### src/rtl/opalu8_pkg.sv
package opalu8_pkg;

  localparam int OPC_W = 4;

  typedef enum logic [OPC_W-1:0] {
    OPC_PASS   = 4'd0,
    OPC_ADD    = 4'd1,
    OPC_ADDINV = 4'd2,
    OPC_AND    = 4'd3,
    OPC_OR     = 4'd4,
    OPC_XOR    = 4'd5,
    OPC_INV    = 4'd6,
    OPC_SHL    = 4'd7,
    OPC_SHR    = 4'd8,
    OPC_CLR    = 4'd9
  } opc_e;

endpackage

### src/rtl/opalu8_arith.sv
module opalu8_arith #(
  parameter int W = 8
) (
  input  logic [W-1:0] a,
  input  logic [W-1:0] b,
  output logic [W-1:0] sum,
  output logic [W-1:0] sum_inv
);

  logic [W-1:0] b_inv;

  always_comb begin
    b_inv   = ~b;
    sum     = a + b;
    sum_inv = a + b_inv;
  end

endmodule

### src/rtl/opalu8_logic.sv
module opalu8_logic #(
  parameter int W = 8
) (
  input  logic [W-1:0] a,
  input  logic [W-1:0] b,
  output logic [W-1:0] and_o,
  output logic [W-1:0] or_o,
  output logic [W-1:0] xor_o,
  output logic [W-1:0] inv_o
);

  for (genvar i = 0; i < W; i++) begin : g_bit
    assign and_o[i] = a[i] & b[i];
    assign or_o[i]  = a[i] | b[i];
    assign xor_o[i] = a[i] ^ b[i];
    assign inv_o[i] = ~a[i];
  end

endmodule

### src/rtl/opalu8_shift.sv
module opalu8_shift #(
  parameter int W = 8
) (
  input  logic [W-1:0] a,
  output logic [W-1:0] shl,
  output logic [W-1:0] shr
);

  assign shl[0]   = 1'b0;
  assign shr[W-1] = 1'b0;

  for (genvar i = 1; i < W; i++) begin : g_lane
    assign shl[i]   = a[i-1];
    assign shr[i-1] = a[i];
  end

endmodule

### src/rtl/opalu8.sv
module opalu8
  import opalu8_pkg::*;
#(
  parameter int W = 8
) (
  input  logic             clk,
  input  logic             rst,
  input  logic [W-1:0]     a,
  input  logic [W-1:0]     b,
  input  logic [OPC_W-1:0] sel,
  output logic [W-1:0]     y
);

  logic [W-1:0] sum, sum_inv;
  logic [W-1:0] and_v, or_v, xor_v, inv_v;
  logic [W-1:0] shl_v, shr_v;
  logic [W-1:0] y_d, y_q;

  opalu8_arith #(.W(W)) u_arith (
    .a       (a),
    .b       (b),
    .sum     (sum),
    .sum_inv (sum_inv)
  );

  opalu8_logic #(.W(W)) u_logic (
    .a     (a),
    .b     (b),
    .and_o (and_v),
    .or_o  (or_v),
    .xor_o (xor_v),
    .inv_o (inv_v)
  );

  opalu8_shift #(.W(W)) u_shift (
    .a   (a),
    .shl (shl_v),
    .shr (shr_v)
  );

  // next-state selection
  always_comb begin
    case (sel)
      OPC_PASS:   y_d = a;
      OPC_ADD:    y_d = sum;
      OPC_ADDINV: y_d = sum_inv;
      OPC_AND:    y_d = and_v;
      OPC_OR:     y_d = or_v;
      OPC_XOR:    y_d = xor_v;
      OPC_INV:    y_d = inv_v;
      OPC_SHL:    y_d = shl_v;
      OPC_SHR:    y_d = shr_v;
      default:    y_d = '0;
    endcase
  end

  // result register, synchronous active-high clear
  always_ff @(posedge clk) begin
    if (rst) y_q <= '0;
    else     y_q <= y_d;
  end

  assign y = y_q;

endmodule

### config.mk
export PLATFORM = sky130hd
export DESIGN_NAME = opalu8
export DESIGN_NICKNAME = d
export VERILOG_FILES = /design/src/rtl/opalu8_pkg.sv /design/src/rtl/opalu8_arith.sv /design/src/rtl/opalu8_logic.sv /design/src/rtl/opalu8_shift.sv /design/src/rtl/opalu8.sv
export SDC_FILE = /design/constraint.sdc
export NUM_CORES = 1
export LEC_CHECK = 0
export ABC_AREA = 1
export ABC_CLOCK_PERIOD_IN_PS = 2400
export CORE_ASPECT_RATIO = 0.8
export CORE_MARGIN = 2
export CORE_UTILIZATION = 29
export DETAILED_ROUTE_END_ITERATION = 12
export PLACE_DENSITY = 0.59
export SLEW_MARGIN = 10
export SYNTH_ARGS = -nofsm -noshare
export SYNTH_HDL_FRONTEND = slang
export SYNTH_SLANG_ARGS = --single-unit
### constraint.sdc
create_clock -name clk -period 2.4 [get_ports clk]
set_clock_uncertainty 0.05 [all_clocks]
set_input_delay 0.36 -clock clk [delete_from_list [all_inputs] [get_ports clk]]
set_output_delay 0.36 -clock clk [all_outputs]
set_load 0.005 [all_outputs]
* After elaboration in Yosys (flattened, before gate mapping)
Index checks and enable logic that the tools add are counted.
** Word-level totals
- Bits in registers :: 8
- Latch bits :: 0
- Memory bits (writable) :: 0
- Memory bits (read-only) :: 0
- Input bits :: 22
- Output and inout port bits :: 8
- Word-level logic and storage cells :: 46
- Memories kept :: 0
** Cells by class
- Add/subtract/negate cells :: 2
- Multiply operators :: 0
- Div/mod/pow operators :: 0
- $lt $le $gt $ge :: 0
- Equal/unequal tests :: 8
- Shifts and indexed selects :: 0
- Multiplexer cells :: 1
- Bitwise logic cells :: 33
- Reduce and logical (&&, ||, !) cells :: 1
** Operators by type and width (number)
- $pmux W8 S9 :: 1
- $add A8 B8 Y8 :: 2
- $eq A4 B3 Y1 const B :: 4
- $and A1 B1 Y1 :: 8
- $eq A4 B2 Y1 const B :: 2
- $not A1 Y1 :: 8
- $not A8 Y8 :: 1
- $or A1 B1 Y1 :: 8
- $xor A1 B1 Y1 :: 8
- $eq A4 B1 Y1 const B :: 1
- $eq A4 B4 Y1 const B :: 1
- $logic_not A4 Y1 :: 1

* Longest topological paths before layout
Gate-level depths: netlist of the first run.
- Depth after elaboration :: 3
- Depth in mapped cells :: 15
- Gate-level depth less buffers :: 15

* By module
From an unflattened synthesis of the first run, not the netlist that was laid out.
** Unflattened totals
- Cells, all modules :: 338
- Area, all modules :: 2004.4 µm²
** By module, submodules not included
- opalu8 :: times used 1, cells an instance 161, area each 889.6 µm², seq. area each 160.2 µm²
- opalu8_arith :: times used 1, cells an instance 120, area each 700.7 µm², seq. area each 0.0 µm²
- opalu8_logic :: times used 1, cells an instance 40, area each 290.3 µm², seq. area each 0.0 µm²
- opalu8_shift :: times used 1, cells an instance 17, area each 123.9 µm², seq. area each 0.0 µm²

* Least setup slack after synthesis of the first run
No wires, ideal clock.
- Path type :: input to register
- From :: input port sel[3]
- To :: register y_q[4], in the netlist y[4]
- Setup time :: 0.109 ns
- Arrival :: 1.815 ns
- Required time :: 2.241 ns
- Slack :: 0.427 ns
- Stages :: 14
- Path buffers :: 0
- Cell sequence :: nor2_2 nand2_4 xor2_1 ha_1 inv_1 fa_1 inv_1 nand2_1 nand2_1 nand2_1 nand3_1 nand3_1 nand2_1 inv_1
** Between the ends
- Cells in the longest elaborated chain, start to end :: 2
- Elaborated cells between the ends (all ways) :: 10
- Classes of those cells :: eq/ne: 8; mux: 1; reduce/logical: 1
** Ends and longest elaborated chain
- start: declaration :: RTL line opalu8.sv:10 : input logic [OPC_W-1:0] sel,
- $eq A4 B4 Y1, or another cell as far along :: RTL line opalu8.sv:43 : case (sel)
- $pmux W8 S9 * :: RTL line opalu8.sv:43
- end signal: assignment :: RTL line opalu8.sv:60 : else y_q <= y_d;
- end: declaration :: RTL line opalu8.sv:17 : logic [W-1:0] y_d, y_q;
Mark *: on every way between the ends. The rest lies on a longest branch, timed or not.
A chain may end at the register's enable or synchronous reset.

* Worst setup path in the final report of the first run
- From :: input port b[0]
- To :: register y_q[6], in the netlist y[6]
** Between the ends
- Cells in the longest elaborated chain, start to end :: 3
- Elaborated cells between the ends (all ways) :: 4
- Classes of those cells :: add/sub: 2; mux: 1; bitwise: 1
** Ends and longest elaborated chain
- start: declaration :: RTL line opalu8.sv:9 : input logic [W-1:0] b,
- $not A8 Y8 :: RTL line opalu8_arith.sv:13 : b_inv = ~b;
- $add A8 B8 Y8 :: RTL line opalu8_arith.sv:15 : sum_inv = a + b_inv;
- $pmux W8 S9 * :: RTL line opalu8.sv:43
Marks and branches as above.

==> impl_metrics.yaml, run 1 <==
grt:
  overflow: 0
  antenna_found_initial: 0
  grt_pass1_wl_mm: 6.84
  grt_max_degree: 9
  grt_pass1_vias: 1503
  track_usage: 0.151
sta:
  whs_ns: 0.795
  grt_setup_unrepaired: "false"
  setup_viol: 0
  clock.fmax_ghz: 0.458
  tightest_slew_ns: 0.473
  hold_viol_final: 0
  slew_violations: 0
  fin_crit_sh: 0.910
  maxSlewHeadroom: 0.683
  period_needed_ns: 2.18
finish:
  n_antenna_cell: 0
  drive_gt1_frac: 0.157
  fin_nets: 349
  nFillCells: 517
  multiInputGateArea_mm2: 0.00112
  largest_reg_flops: 8
  final_area_mm2: 0.00206
  regArea_um2: 160
  layoutNonFillerInstCount: 362
  area_growth_pct: 41.7
  final_util: 0.419
clock_tree:
  cts_hold_buf: 0
  clk_pin_slew_ns: 0.04
  cts_buffers: 3
  clockBufferDepth: 2
  tritoncts: "built"
  cts_sinks: 8
  htree_levels: 1
  root_buffer: "clkbuf_8"
floorplan:
  initial_core_util: 0.295
  core_region_area_mm2: 0.00492
  row_count: 23
  dieWidth_um: 83.2
  io_pins: 30
  die-area_mm2: 0.00560
  die_height_um: 67.3
synthesis:
  syn-cell-area_mm2: 0.00145
  synthTopCellsByArea: "ha_1 21%, nand2_1 20%, dfxtp_1 11%"
  synth_commonest_cells: "77 x nand2_1, 39 x inv_1, 24 x ha_1, 20 x nor2_1, 19 x nand3_1"
  synth_edf_count: 0
  ys_types: 24
  synth_top_flop_cell: "dfxtp_1"
  synth_top_area_share: 0.207
  synth_warnings: 0
  avgSynthCellArea_um2: 5.91
  syn-num-nets: 293
  synth_top_area_cell: "ha_1"
  yosys_register_bits: 8
  syn_inst: 246
  synth_most_common_cell: "nand2_1"
  synthArstFlopShare: 0
  ys_seq_area_frac: 0.110
route:
  drtIter0Drc: 125
  firstDrtPassIters: 4
  antenna_left: 0
  routed_wirelength_mm: 4.15
  via_per_inst: 4.50
  vias: 1629
  drc: 0
  wire_per_inst_um: 11.5
worst_hold_path:
  holdCritStartpoint: "sel[1]"
  holdPathEnd: "y[6]"
  holdPathStages: 7
  hold_path.class: "input port to flip-flop"
setup_path:
  cpMaxStageDelayCell: "clkdlybuf4s50_1"
  timing.critical_path.buf_inv: 4
  crit_path_frequent_cell: "nand2_1"
  critPathTopFamily: "buffers and inverters"
  cp_cell_sequence: "clkdlybuf4s50_1, inv_1, xor2_1, ha_2, inv_1, fa_2, inv_2, nand3_1, nand3_1, nand2_1, nand2_1, nand2_1, a21oi_1"
  crit_start: "b[0]"
  cp-end-kind: "flip-flop"
  slowest_delay_ns: 0.49
  cp.required_ns: 2.50
  critPathLaunchType: "input port"
  critical_path_class: "input port to flip-flop"
  cp_max_fo: 4
  cp.arrival_ns: 2.28
place:
  dpl.hpwl_mm: 3.45
  place_congestion: 0.882
  io_buffers: 29
  dpl.cell_count: 356
  postPlaceCellArea_mm2: 0.00198
pwr:
  leakagePower_nw: 1.11
  vdd_drop_max_mv: 0.191
  p_per_area_mw_per_mm2: 302
  power.total_w: 0.000622
status:
  status: "completed"
job:
  max_cap_violations: 0
[per-stage QoR]
step | worst slack [ns] | TNS (ns)
finish | 0.217 | 0
global route | 0.0764 | 0
CTS | 0.00154 | 0
detailed placement | -0.295 | -1.01
global placement | -0.223 | -0.694
floorplan | 0.427 | 0
[timing repair]
action	CTS	global route
gates cloned	0	0
setup buffers	1	2
resized for setup	3	5
pin swaps	2	3
setup endpoints to repair	2	6
[worst min-delay path, delay by kind of cell]
kind / cells / cell delay (ns)
buffers and inverters: 3 / 0.33
and+or+nand+nor: 3 / 0.27
AOI/OAI and AO/OA: 1 / 0.06
[cells in the final DEF, fill, tap and decap left out, types with 2 or more instances in the layout]
cell type	instances
nand2_1	77
inv_1	38
clkdlybuf4s50_1	25
ha_1	23
buf_4	21
nor2_1	20
nand3_1	19
inv_2	9
a21oi_1	8
dfxtp_1	8
xor2_1	7
nand4_1	7
o22ai_1	6
o21ai_1	4
dlymetal6s2s_1	4
nor2_4	3
nand2_2	3
nand3b_1	3
clkbuf_8	3
nor2_2	2
[kinds of logic after synthesis]
group                    after synthesis  synth area share
AO/OA/AOI/OAI                         20            0.0757
XOR/XNOR                               8            0.0482
adder cells (fa/ha/maj)               25             0.220
buffers and inverters                 48             0.124
flip-flops                             8             0.110
AND/OR/NAND/NOR                      137             0.422
[cell type report]
type | count | share of cell area
well taps | 62 | 0.0376
repair buffers | 51 | 0.232
flip-flops and latches | 8 | 0.0777
multi-input cells | 190 | 0.545
inverters | 48 | 0.0874
clock buffers | 3 | 0.0200
[worst max-delay path by stage]
stage          cells after the start    to  slack, ns
3_5_place_dp                      16  y[4]      -0.29
5_1_grt                           14  y[4]       0.08
2_1_floorplan                     14  y[4]       0.43
6_report                          13  y[6]       0.22
3_3_place_gp                      15  y[6]      -0.22
4_1_cts                           15  y[6]      0.002
[metal layers]
| metal | track usage | up-vias | share of wire |
|---|---|---|---|
| li1 | - | 882 | - |
| met2 | 0.272 | 41 | 0.46 |
| met5 | 0 | - | 0 |
| met3 | 0.0293 | 0 | 0.043 |
| met4 | 0 | 0 | 0 |
| met1 | 0.202 | 706 | 0.50 |
[where the power goes]
group	leakage [nW]	total, W	internal, W	switching [W]
Combinational	1.03	0.000319	0.000155	0.000164
Sequential	0.0657	0.000147	0.000144	0.00000246
Clock	0.0216	0.000156	0.000108	0.0000477
Note: power is estimated with default switching activity, not from simulation.
==> inputs of run 2 (changes only) <==
--- a/config.mk
+++ b/config.mk
@@ -8,7 +8,6 @@
 export ABC_AREA = 1
 export ABC_CLOCK_PERIOD_IN_PS = 2400
 export CORE_ASPECT_RATIO = 0.8
-export CORE_MARGIN = 2
 export CORE_UTILIZATION = 29
 export DETAILED_ROUTE_END_ITERATION = 12
 export PLACE_DENSITY = 0.59
==> impl_metrics.yaml, run 2 (synthesis results as in run 1) <==
place:
  dpl.cell_count: 353
  io_buffers: 29
  dpl.hpwl_mm: 3.38
  postPlaceCellArea_mm2: 0.00195
  preCtsSetupSlack_ns: -0.185
  place_congestion: 0.865
clock_tree:
  tritoncts: "built"
  clk_pin_slew_ns: 0.04
  htree_levels: 1
  cts_buffers: 3
  root_buffer: "clkbuf_8"
  cts_sinks: 8
  cts_hold_buf: 0
  clockBufferDepth: 2
sta:
  setup_viol: 0
  slew_violations: 0
  hold_viol_final: 0
  fin_crit_sh: 0.941
  period_needed_ns: 2.26
  tightest_slew_ns: 0.454
  grt_setup_unrepaired: "false"
  maxSlewHeadroom: 0.696
  fin_ws_ns: 0.142
  clock.fmax_ghz: 0.443
worst_hold_path:
  holdCritStartpoint: "sel[3]"
  holdPathStages: 6
  holdPathEnd: "y[2]"
  hold_path.class: "input port to flip-flop"
grt:
  grt_max_degree: 10
  track_usage: 0.168
  overflow: 0
  antenna_found_initial: 0
  grt_pass1_wl_mm: 6.84
  grt_pass1_vias: 1554
route:
  wire_per_inst_um: 11.3
  antenna_left: 0
  via_per_inst: 4.58
  firstDrtPassIters: 4
  drc: 0
  drtIter0Drc: 136
  vias: 1638
  routed_wirelength_mm: 4.05
pwr:
  internal_power_w: 0.000404
  clock_power_share: 0.257
  leakagePower_nw: 1.09
  pwr-share-comb: 0.507
  seq_power_share: 0.237
  p_per_area_mw_per_mm2: 307
  vdd_drop_max_mv: 0.207
  p_sw_w: 0.000217
  sw_frac_of_total: 0.349
  power.total_w: 0.000620
floorplan:
  initial_core_util: 0.309
  dieWidth_um: 81.2
  io_pins: 30
  core_region_area_mm2: 0.00471
  die_height_um: 65.3
  row_count: 22
  die-area_mm2: 0.00530
finish:
  final_area_mm2: 0.00202
  n_antenna_cell: 0
  final_util: 0.429
  regArea_um2: 160
  final_cell_mix: "77 x nand2_1, 38 x inv_1, 26 x clkdlybuf4s50_1"
  fin_nets: 347
  layoutNonFillerInstCount: 358
  area_growth_pct: 39.0
  largest_reg_flops: 8
  drive_gt1_frac: 0.148
  final_common_cell: "nand2_1"
  multiInputGateArea_mm2: 0.00112
  nFillCells: 513
setup_path:
  cp.arrival_ns: 2.31
  cp.required_ns: 2.45
  cp-end-kind: "flip-flop"
  critPathLaunchType: "input port"
  cp_max_fo: 5
  critical_path_class: "input port to flip-flop"
status:
  status: "completed"
job:
  max_cap_violations: 0
==> run 2: cell count changes in the layout (fill, tap and decap cells not counted) <==
cell | before | now
clkdlybuf4s50_1 | 25 | 26
buf_4 | 21 | 20
nor2_4 | 3 | 2
fa_1 | 0 | 1
nor2_2 | 2 | 3
buf_12 | 1 | 0
dlymetal6s2s_1 | 4 | 3
fa_2 | 1 | 0
==> run 2: metrics by stage <==
| step | hold slack (ns) | setup TNS (ns) |
|---|---|---|
| final | 0.752 | 0 |
| after global routing | 0.815 | 0 |
| after CTS | 0.843 | 0 |
| after detailed placement | 1.01 | -0.766 |
| after global placement | 1.01 | -0.557 |
| after floorplan | 0.379 | 0 |
==> run 2: worst max path at each step <==
stage	start	to	slack (ns)	depth (start not counted)
2_1_floorplan	sel[3]	y[4]	0.43	14
3_3_place_gp	sel[1]	y[2]	-0.15	14
3_5_place_dp	sel[3]	y[4]	-0.18	15
4_1_cts	sel[3]	y[4]	0.02	15
5_1_grt	sel[0]	y[4]	0.002	15
6_report	sel[0]	y[6]	0.14	13
==> run 2: layer usage <==
layer  GRT usage  vias to the layer above  share of wire
li1            -                      876              -
met1       0.226                      714           0.52
met2       0.275                       46           0.43
met3      0.0375                        2          0.043
met4      0.0246                        0         0.0059
met5           0                        -              0
==> run 2: layout make-up <==
type,instances,area share
sequential,8,0.0793
tap,60,0.0372
clock buffer,3,0.0204
inverter,48,0.0892
timing repair buffer,49,0.222
multi-input combinational,190,0.552
==> run 2: timing repair <==
action	4_1_cts	5_1_grt
resized for setup	0	5
buffers inserted	0	2
hold endpoints to repair	0	0
setup endpoints to repair	0	7
==> run 2: power by group through the flow <==
stage          clock network, W  logic (W)  registers [W]
6_report               0.000159   0.000314       0.000147
3_5_place_dp                  0   0.000310       0.000149
3_3_place_gp                  0   0.000309       0.000149
5_1_grt                0.000174   0.000356       0.000148
2_1_floorplan                 0   0.000162       0.000151
4_1_cts                0.000166   0.000312       0.000147
==> run 2: worst max-delay path, stage by stage <==
cell	delay [ns]
clkdlybuf4s50_1	0.46
nor2_4	0.13
nand2_4	0.09
buf_4	0.17
xor2_1	0.14
ha_1	0.29
buf_4	0.15
a21oi_1	0.20
nand3_1	0.10
nand2_1	0.06
nand2_1	0.04
nand2_1	0.05
a21oi_1	0.06
